**src/rtl/nov_pkg.sv**
```systemverilog
package nov_pkg;
  typedef enum logic [2:0] {
    ADR_CTRL   = 3'd0,
    ADR_PERIOD = 3'd1,
    ADR_MARGIN = 3'd2,
    ADR_NEXT   = 3'd3,
    ADR_ENABLE = 3'd4,
    ADR_MODE   = 3'd5,
    ADR_OUTPUT = 3'd6,
    ADR_ACK    = 3'd7
  } nov_addr_e;
endpackage

```
**src/rtl/nov_timebase.sv**
```systemverilog
module nov_timebase #(
  parameter int CNT_W = 16
) (
  input  logic             clk,
  input  logic             rst_n,
  input  logic             run,
  input  logic [CNT_W-1:0] period,
  input  logic [CNT_W-1:0] margin,
  output logic [CNT_W-1:0] cnt,
  output logic             ev_a,
  output logic             ev_b
);
  function automatic logic hit_period(input logic [CNT_W-1:0] c, input logic [CNT_W-1:0] p);
    return c >= p;
  endfunction

  function automatic logic hit_margin(input logic [CNT_W-1:0] c, input logic [CNT_W-1:0] m,
                                      input logic [CNT_W-1:0] p);
    return (m < p) && (c == m);
  endfunction

  assign ev_b = run && hit_period(cnt, period);
  assign ev_a = run && hit_margin(cnt, margin, period);

  always_ff @(posedge clk or negedge rst_n) begin
    if (!rst_n)
      cnt <= '0;
    else if (run)
      cnt <= ev_b ? '0 : cnt + 1'b1;
  end
endmodule

```
**src/rtl/nov_regfile.sv**
```systemverilog
module nov_regfile
  import nov_pkg::*;
#(
  parameter int CNT_W  = 16,
  parameter int OUT_W  = 16,
  parameter int N_GRP  = 4,
  parameter int DATA_W = 16
) (
  input  logic              clk,
  input  logic              rst_n,
  input  logic              wr_en,
  input  logic [2:0]        wr_addr,
  input  logic [DATA_W-1:0] wr_data,
  input  logic              ev_a,
  output logic              run,
  output logic [CNT_W-1:0]  period,
  output logic [CNT_W-1:0]  margin,
  output logic [OUT_W-1:0]  next_q,
  output logic [OUT_W-1:0]  en_q,
  output logic [N_GRP-1:0]  mode_q,
  output logic              load_out,
  output logic              irq
);
  logic ack_hit;

  assign load_out = wr_en && (wr_addr == ADR_OUTPUT);
  assign ack_hit  = wr_en && (wr_addr == ADR_ACK) && wr_data[0];

  always_ff @(posedge clk or negedge rst_n) begin
    if (!rst_n) begin
      run    <= 1'b0;
      period <= '0;
      margin <= '0;
      next_q <= '0;
      en_q   <= '0;
      mode_q <= '0;
    end else if (wr_en) begin
      case (wr_addr)
        ADR_CTRL:   run    <= wr_data[0];
        ADR_PERIOD: period <= wr_data[CNT_W-1:0];
        ADR_MARGIN: margin <= wr_data[CNT_W-1:0];
        ADR_NEXT:   next_q <= wr_data[OUT_W-1:0];
        ADR_ENABLE: en_q   <= wr_data[OUT_W-1:0];
        ADR_MODE:   mode_q <= wr_data[N_GRP-1:0];
        default: ;
      endcase
    end
  end

  always_ff @(posedge clk or negedge rst_n) begin
    if (!rst_n)
      irq <= 1'b0;
    else if (ev_a)
      irq <= 1'b1;
    else if (ack_hit)
      irq <= 1'b0;
  end
endmodule

```
**src/rtl/nov_out_stage.sv**
```systemverilog
module nov_out_stage #(
  parameter int OUT_W = 16
) (
  input  logic             clk,
  input  logic             rst_n,
  input  logic             ev_a,
  input  logic             ev_b,
  input  logic [OUT_W-1:0] next_q,
  input  logic [OUT_W-1:0] en_q,
  input  logic [OUT_W-1:0] nov_bits,
  input  logic             load_out,
  input  logic [OUT_W-1:0] load_val,
  output logic [OUT_W-1:0] pat_out
);
  logic [OUT_W-1:0] pend_q;

  // value at the period event: disabled bits hold, normal bits copy,
  // non-overlap bits may only fall here
  function automatic logic [OUT_W-1:0] at_period(input logic [OUT_W-1:0] cur,
      input logic [OUT_W-1:0] nd, input logic [OUT_W-1:0] en, input logic [OUT_W-1:0] nov);
    return (cur & ~en) | (en & ~nov & nd) | (en & nov & nd & cur);
  endfunction

  function automatic logic [OUT_W-1:0] rises_later(input logic [OUT_W-1:0] nd,
      input logic [OUT_W-1:0] en, input logic [OUT_W-1:0] nov);
    return nd & en & nov;
  endfunction

  always_ff @(posedge clk or negedge rst_n) begin
    if (!rst_n)
      pat_out <= '0;
    else if (load_out)
      pat_out <= load_val;
    else if (ev_b)
      pat_out <= at_period(pat_out, next_q, en_q, nov_bits);
    else if (ev_a)
      pat_out <= pat_out | pend_q;
  end

  always_ff @(posedge clk or negedge rst_n) begin
    if (!rst_n)
      pend_q <= '0;
    else if (ev_b)
      pend_q <= rises_later(next_q, en_q, nov_bits);
    else if (ev_a)
      pend_q <= '0;
  end
endmodule

```
**src/rtl/nov_pattern_gen.sv**
```systemverilog
module nov_pattern_gen #(
  parameter int CNT_W = 16,
  parameter int N_GRP = 4,
  parameter int GRP_W = 4
) (
  input  logic        clk,
  input  logic        rst_n,
  input  logic        wr_en,
  input  logic [2:0]  wr_addr,
  input  logic [15:0] wr_data,
  output logic [15:0] pat_out,
  output logic        irq
);
  localparam int OUT_W  = N_GRP * GRP_W;
  localparam int DATA_W = 16;

  logic             run;
  logic [CNT_W-1:0] period, margin, cnt;
  logic [OUT_W-1:0] next_q, en_q, nov_bits;
  logic [N_GRP-1:0] mode_q;
  logic             ev_a, ev_b, load_out;

  // group mode spread to bit positions
  for (genvar g = 0; g < N_GRP; g++) begin : g_mode
    assign nov_bits[g*GRP_W +: GRP_W] = en_q[g*GRP_W +: GRP_W] & {GRP_W{mode_q[g]}};
  end

  nov_regfile #(.CNT_W(CNT_W), .OUT_W(OUT_W), .N_GRP(N_GRP), .DATA_W(DATA_W)) u_regs (
    .clk(clk), .rst_n(rst_n), .wr_en(wr_en), .wr_addr(wr_addr), .wr_data(wr_data),
    .ev_a(ev_a), .run(run), .period(period), .margin(margin), .next_q(next_q),
    .en_q(en_q), .mode_q(mode_q), .load_out(load_out), .irq(irq)
  );

  nov_timebase #(.CNT_W(CNT_W)) u_tb (
    .clk(clk), .rst_n(rst_n), .run(run), .period(period), .margin(margin),
    .cnt(cnt), .ev_a(ev_a), .ev_b(ev_b)
  );

  nov_out_stage #(.OUT_W(OUT_W)) u_out (
    .clk(clk), .rst_n(rst_n), .ev_a(ev_a), .ev_b(ev_b), .next_q(next_q),
    .en_q(en_q), .nov_bits(nov_bits), .load_out(load_out),
    .load_val(wr_data[OUT_W-1:0]), .pat_out(pat_out)
  );
endmodule

```
**config.mk**
```make
export PLATFORM = sky130hd
export DESIGN_NAME = nov_pattern_gen
export DESIGN_NICKNAME = d
export VERILOG_FILES = /design/src/rtl/nov_pkg.sv /design/src/rtl/nov_timebase.sv /design/src/rtl/nov_regfile.sv /design/src/rtl/nov_out_stage.sv /design/src/rtl/nov_pattern_gen.sv
export SDC_FILE = /design/constraint.sdc
export NUM_CORES = 1
export LEC_CHECK = 0
export BUFFER_PORTS_ARGS = -buffer_cell sky130_fd_sc_hd__buf_2
export CORE_MARGIN = 1.5
export CORE_UTILIZATION = 60
export CTS_CLUSTER_SIZE = 20
export DETAILED_ROUTE_END_ITERATION = 7
export PLACE_DENSITY = 0.79
export SLEW_MARGIN = 5
export SYNTH_ARGS = -nofsm -noshare
export SYNTH_HDL_FRONTEND = slang
export SYNTH_HIERARCHICAL = 1
export SYNTH_SLANG_ARGS = --single-unit
```
**constraint.sdc**
```tcl
create_clock -name clk -period 3.3 [get_ports clk]
set_clock_uncertainty 0.05 [all_clocks]
set_input_delay 0.33 -clock clk [delete_from_list [all_inputs] [get_ports clk]]
set_output_delay 0.33 -clock clk [all_outputs]
set_load 0.02 [all_outputs]
```
==> results of run 1 <==
final cells by class:
class / instances / area (µm²) / area share, %
sequential: 118 / 2950 / 38.7
timing repair buffer: 50 / 323 / 4.24
inverter: 35 / 131 / 1.72
multi-input combinational: 430 / 3430 / 44.9
clock buffer: 23 / 467 / 6.12
tap: 140 / 175 / 2.30
clock inverter: 9 / 148 / 1.94
Yosys cell counts, types with 7 or more instances:
master	n
dfrtp_1	118
nor2_1	52
mux2_2	46
inv_1	35
ha_1	32
nor2b_1	31
nand4_1	29
nand2_1	27
mux2_4	23
xor2_1	22
nor3_1	20
o21ai_0	18
and2_1	16
nand2b_1	16
o31ai_2	12
nand3_1	11
o221a_2	11
a21oi_1	8
buf_2	7
critical path: cells and delay by family, from the launching register on:
| family | cells | cell delay [ns] |
|---|---|---|
| buf+inv | 3 | 0.57 |
| compound gates | 3 | 0.70 |
| fa+ha+maj | 1 | 0.29 |
| simple gates | 4 | 0.94 |
| flops | 1 | 0.43 |
cells by family after synthesis:
group	share of synthesized area, %
flip-flops	44.0
AND/OR/NAND/NOR	18.6
buffers and inverters	5.20
adder cells (fa/ha/maj)	5.96
multiplexers	13.0
AO/OA/AOI/OAI	9.63
XOR/XNOR	3.65
worst max-delay path by stage:
stage	start	to	slack [ns]
after CTS	u_tb/cnt[0]	u_out/pat_out[15]	0.13
after global placement	u_tb/cnt[0]	u_out/pat_out[15]	0.39
after floorplan	u_tb/cnt[13]	u_out/pat_out[10]	0.66
after global routing	u_tb/cnt[0]	u_out/pat_out[15]	0.02
after detailed placement	u_tb/cnt[0]	u_out/pat_out[3]	0.22
final	u_tb/cnt[0]	u_out/pat_out[15]	0.17
routing by layer:
metal  vias up  share of wire (%)
met3        29                4.3
met1      2478                 44
met5         -                  0
met4         0                2.3
li1       2256                  -
met2       150                 49
through the flow:
step                      power (mW)  instances
after floorplan                 2.82        610
after global placement          3.13        772
after detailed placement        3.21        772
after CTS                       5.15        805
after global routing            5.40        805
final                           5.13        805
flip-flops by register name (all words and copies together) (netlist names):
register	cells
u_regs/period	16
u_regs/en_q	16
u_regs/next_q	16
u_out/pend_q	16
u_out/pat_out	16
u_regs/run	1
u_tb/cnt	16
u_regs/mode_q	4
u_regs/margin	16
u_regs/irq	1
power by group through the flow:
stage	Clock, mW	Combinational [mW]	Sequential [mW]
after floorplan	0	0.798	2.02
after global placement	0	1.12	2.02
after detailed placement	0	1.17	2.04
after CTS	1.93	1.19	2.02
after global routing	2.00	1.34	2.06
final	1.90	1.20	2.02
repair_timing:
item	4_1_cts	5_1_grt
setup endpoints to repair	0	11
hold buffers	1	0
hold endpoints to repair	54	0
==> impl_metrics.json, run 1 <==
{
  "status": "completed",
  "clk_transition_reported_paths_ns": 0.06,
  "die_x_um": 109,
  "use_met3_pct": 6.99,
  "seq_area_frac_synth_pct": 44.0,
  "cts_buffers": 17,
  "rr_startpoint": "u_tb/cnt[0]",
  "nets": 706,
  "placed_area_um2": 7000,
  "clkPwrFrac_pct": 37.1,
  "top_usage_layer": "met2",
  "p_int_mw": 3.56,
  "synth_edf_count": 0,
  "synth-seq-cells": 118,
  "synth.distinct_cells": 58,
  "cts-root-buf": "clkbuf_8",
  "routed_via_density": 6.10,
  "fin_crit_sh_pct": 94.9,
  "synth_top_area_share_pct": 44.0,
  "final-hold-violation-count": 0,
  "min_from": "wr_addr[0]",
  "grt_use_met1_pct": 34.9,
  "drcViolationCount": 0,
  "syn_area_um2": 6720,
  "place.port_buffers": 38,
  "synth-main-ff-cell": "dfrtp_1",
  "syn-num-nets": 664,
  "synth_area_leaders": "dfrtp_1 44%, mux2_2 7.7%, ha_1 6.0%",
  "cp-end-kind": "flip-flop",
  "avgSynthCellArea_um2": 11.0,
  "h-tree-depth": 4,
  "p_seq_share_pct": 39.4,
  "antenna_found_initial": 0,
  "startpoint_type": "flip-flop",
  "required_ns": 3.67,
  "ant_nets": 0,
  "critPathArrivalTime_ns": 3.50,
  "first_iter_violations": 387,
  "synth_top_cell_by_area": "dfrtp_1",
  "setup_viol": 0,
  "grt_remaining_overflow": 0,
  "final_util_pct": 70.0,
  "die_h_um": 109,
  "cts_setup_buffers": 0,
  "period_needed_ns": 3.13,
  "routedWlPerCell_um": 18.7,
  "power_density_nw_per_um2": 672,
  "worst_path_most_repeated_cell": "buf_12",
  "async_reset_ff_share_pct": 100,
  "total_leakage_power_nw": 3.55,
  "place_congestion": 0.941,
  "cts_num_sinks": 118,
  "r2r_end": "u_out/pat_out[15]",
  "clk_latency_ns": 0.52,
  "core-area_um2": 10900,
  "yosys_warnings": 6,
  "num_rows": 38,
  "num-fill-cells": 773,
  "maxCapViolations": 0,
  "layout_common_cells": "118 x dfrtp_1, 52 x nor2_1, 46 x mux2_2, 37 x buf_2, 35 x inv_1",
  "drive_gt1_share_pct": 27.7,
  "clockBufferDepth": 2,
  "area.growth.synth_to_final_pct": 13.5,
  "sw_frac_of_total_pct": 30.6,
  "synthCells": 610,
  "whs_path_depth": 2,
  "pre_cts_slack_ns": 0.220,
  "ff2ff_setup_slack_ns": 0.17,
  "cts_resized": 0,
  "track_usage_pct": 28.1,
  "grt_max_degree": 63,
  "hp-class": "input pin to flip-flop",
  "worst_pin_slew_ns": 0.921,
  "ir_worst_vdd_v": 0.000484,
  "setup_tns_ns": 0,
  "start_util_pct": 61.7,
  "drtPass1Iterations": 5,
  "cp_slowest_stage_delay_ns": 0.48,
  "cts_tree": "yes",
  "design_area_um2": 7620,
  "drv_slew": 0,
  "worstRegToRegCells": 11,
  "grt_pass1_wl_um": 25200,
  "fmax_mhz": 319,
  "gr-usage-met2_pct": 46.4,
  "path_cells": "inv_1, ha_1, nand2b_1, a2111oi_0, or4b_4, a31oi_4, buf_12, nor3_4, buf_12, nand2_1, o31ai_2",
  "final_common_cell": "dfrtp_1",
  "vias": 4913,
  "io_pins": 39,
  "slew_headroom_pct": 38.6,
  "dpl.hpwl_um": 10100,
  "switchingPower_mw": 1.57,
  "path_max_fanout": 62,
  "die-area_um2": 11800,
  "grt_pass1_vias": 5082,
  "layout_setup_ws_ns": 0.167,
  "wirelength_um": 15000,
  "diodes": 0,
  "hold_slack_ns": 0.0520,
  "rsz0062_at_grt": "false",
  "worstSetupPathType": "flip-flop to flip-flop",
  "comb_power_share_pct": 23.4,
  "min_to": "u_regs/irq",
  "crit_path_top_delay_cell": "a2111oi_0"
}
(Power assumes the default switching activity.)
==> run 2: changes to the inputs <==
- BUFFER_PORTS_ARGS: -buffer_cell sky130_fd_sc_hd__buf_2 -> unset
- DONT_BUFFER_PORTS: unset -> 1
- PLACE_DENSITY: 0.79 -> 0.76
==> run 2 against run 1 <==
  * Fmax increased by 2.3%
  * Utilization is 0.21 points lower
  * Flip-flop and latch count unchanged
  * Final area decreased by 0.30%
  * Largest cell class unchanged
  * First-iteration DRC count is 14% lower
  * Largest power group unchanged
  * Total power is 0.89% lower
==> impl_metrics.json, run 2 (synthesis gave the netlist of run 1 again) <==
{
  "final_cells": 782,
  "slew_headroom_pct": 38.9,
  "cp-end-kind": "flip-flop",
  "fmax_mhz": 327,
  "clockBufferDepth": 2,
  "drtPass1Iterations": 5,
  "nets": 683,
  "drive_gt1_share_pct": 22.7,
  "p_seq_share_pct": 41.3,
  "hp-class": "input pin to flip-flop",
  "clk_latency_ns": 0.53,
  "p_int_mw": 3.47,
  "pre_cts_slack_ns": 0.348,
  "vias": 4758,
  "ff2ff_setup_slack_ns": 0.24,
  "worst_pin_slew_ns": 0.916,
  "num_rows": 38,
  "grt_pass1_wl_um": 25100,
  "area.growth.synth_to_final_pct": 13.2,
  "routedWlPerCell_um": 19.5,
  "critPathArrivalTime_ns": 3.44,
  "final_util_pct": 69.8,
  "path_max_fanout": 28,
  "final-hold-violation-count": 0,
  "cts_num_sinks": 118,
  "grt_max_degree": 119,
  "core-area_um2": 10900,
  "setup_viol": 0,
  "io_pins": 39,
  "rsz0062_at_grt": "false",
  "cts_hold_buf": 20,
  "final_common_cell": "dfrtp_1",
  "start_util_pct": 61.7,
  "placedCellCount": 730,
  "rr_startpoint": "u_tb/cnt[13]",
  "track_usage_pct": 28.3,
  "sw_frac_of_total_pct": 31.7,
  "wirelength_um": 15300,
  "cts_buffers": 17,
  "r2r_end": "u_out/pat_out[1]",
  "die-area_um2": 11800,
  "cts_resized": 0,
  "design_area_um2": 7600,
  "die_x_um": 109,
  "diodes": 0,
  "drv_slew": 0,
  "ir_worst_vdd_v": 0.000524,
  "min_from": "wr_addr[0]",
  "die_h_um": 109,
  "layout_setup_ws_ns": 0.238,
  "cts_tree": "yes",
  "drcViolationCount": 0,
  "cts-root-buf": "clkbuf_8",
  "ant_nets": 0,
  "h-tree-depth": 4,
  "place.port_buffers": 0,
  "worstSetupPathType": "flip-flop to flip-flop",
  "clk_transition_reported_paths_ns": 0.06,
  "grt_pass1_vias": 4975,
  "worstRegToRegCells": 9,
  "dpl.hpwl_um": 9380,
  "first_iter_violations": 333,
  "setup_tns_ns": 0,
  "fin_crit_sh_pct": 92.8,
  "switchingPower_mw": 1.61,
  "clkPwrFrac_pct": 37.8,
  "comb_power_share_pct": 20.8,
  "place_congestion": 0.862,
  "whs_path_depth": 2,
  "required_ns": 3.68,
  "period_needed_ns": 3.06,
  "grt_remaining_overflow": 0,
  "power_density_nw_per_um2": 668,
  "routed_via_density": 6.08,
  "antenna_found_initial": 0,
  "layout_common_cells": "118 x dfrtp_1, 52 x nor2_1, 46 x mux2_2, 35 x inv_1, 32 x ha_1",
  "status": "completed",
  "placed_area_um2": 6760,
  "maxCapViolations": 0,
  "cts_setup_buffers": 0,
  "min_to": "u_regs/run",
  "startpoint_type": "flip-flop",
  "total_leakage_power_nw": 3.44
}
run 2: changes by cell type in the layout (fill, tap and decap cells not counted), sizes merged:
cell,delta
buf,-41
clkbuf,-6
clkinv,+3
clkinvlp,+2
dlygate4sd3,+18
inv,+1
run 2: worst max-delay path, stage by stage, from the launching register on:
cell	delay [ns]
dfrtp_1	0.45
ha_1	0.33
nand4_1	0.16
nor2_1	0.23
or4b_4	0.53
a31oi_4	0.27
buf_4	0.36
o221a_2	0.26
nor3_1	0.07
o31ai_2	0.26
run 2: per-stage QoR:
stage | power, mW | hold WS [ns]
2_1_floorplan | 2.82 | -0.0156
3_3_place_gp | 3.02 | -0.0128
3_5_place_dp | 3.07 | -0.0134
5_1_grt | 5.35 | 0.00803
6_report | 5.08 | 0.0227
4_1_cts | 5.09 | 0.00258
run 2: final cells by class:
class	instances	area, µm²
sequential	118	2950
multi-input combinational	430	3430
clock buffer	17	414
fill	786	3290
tap	140	175
clock inverter	15	205
inverter	35	131
timing repair buffer	27	295
run 2: how the worst max path moves through the flow:
stage                 start                 to  slack (ns)  cells past startpoint
2_1_floorplan  u_tb/cnt[13]  u_out/pat_out[10]        0.66                     11
3_3_place_gp   u_tb/cnt[13]   u_out/pat_out[0]        0.45                      9
3_5_place_dp   u_tb/cnt[13]   u_out/pat_out[2]        0.35                      9
4_1_cts        u_tb/cnt[13]   u_out/pat_out[1]        0.26                      9
5_1_grt        u_tb/cnt[13]   u_out/pat_out[2]        0.09                      9
6_report       u_tb/cnt[13]   u_out/pat_out[1]        0.24                      9
run 2: per-layer routing:
| layer | part of all wire, % | track usage, % |
|---|---|---|
| met5 | 0 | 0 |
| met4 | 2.8 | 12.2 |
| met3 | 5.7 | 7.05 |
| met2 | 48 | 46.1 |
| met1 | 44 | 35.9 |
run 2: power by group through the flow:
| stage | Clock [mW] | Sequential, mW | Combinational, mW |
|---|---|---|---|
| floorplan | 0 | 2.02 | 0.798 |
| global placement | 0 | 2.10 | 0.921 |
| detailed placement | 0 | 2.11 | 0.962 |
| CTS | 1.95 | 2.10 | 1.05 |
| global route | 2.02 | 2.15 | 1.18 |
| finish | 1.92 | 2.10 | 1.06 |
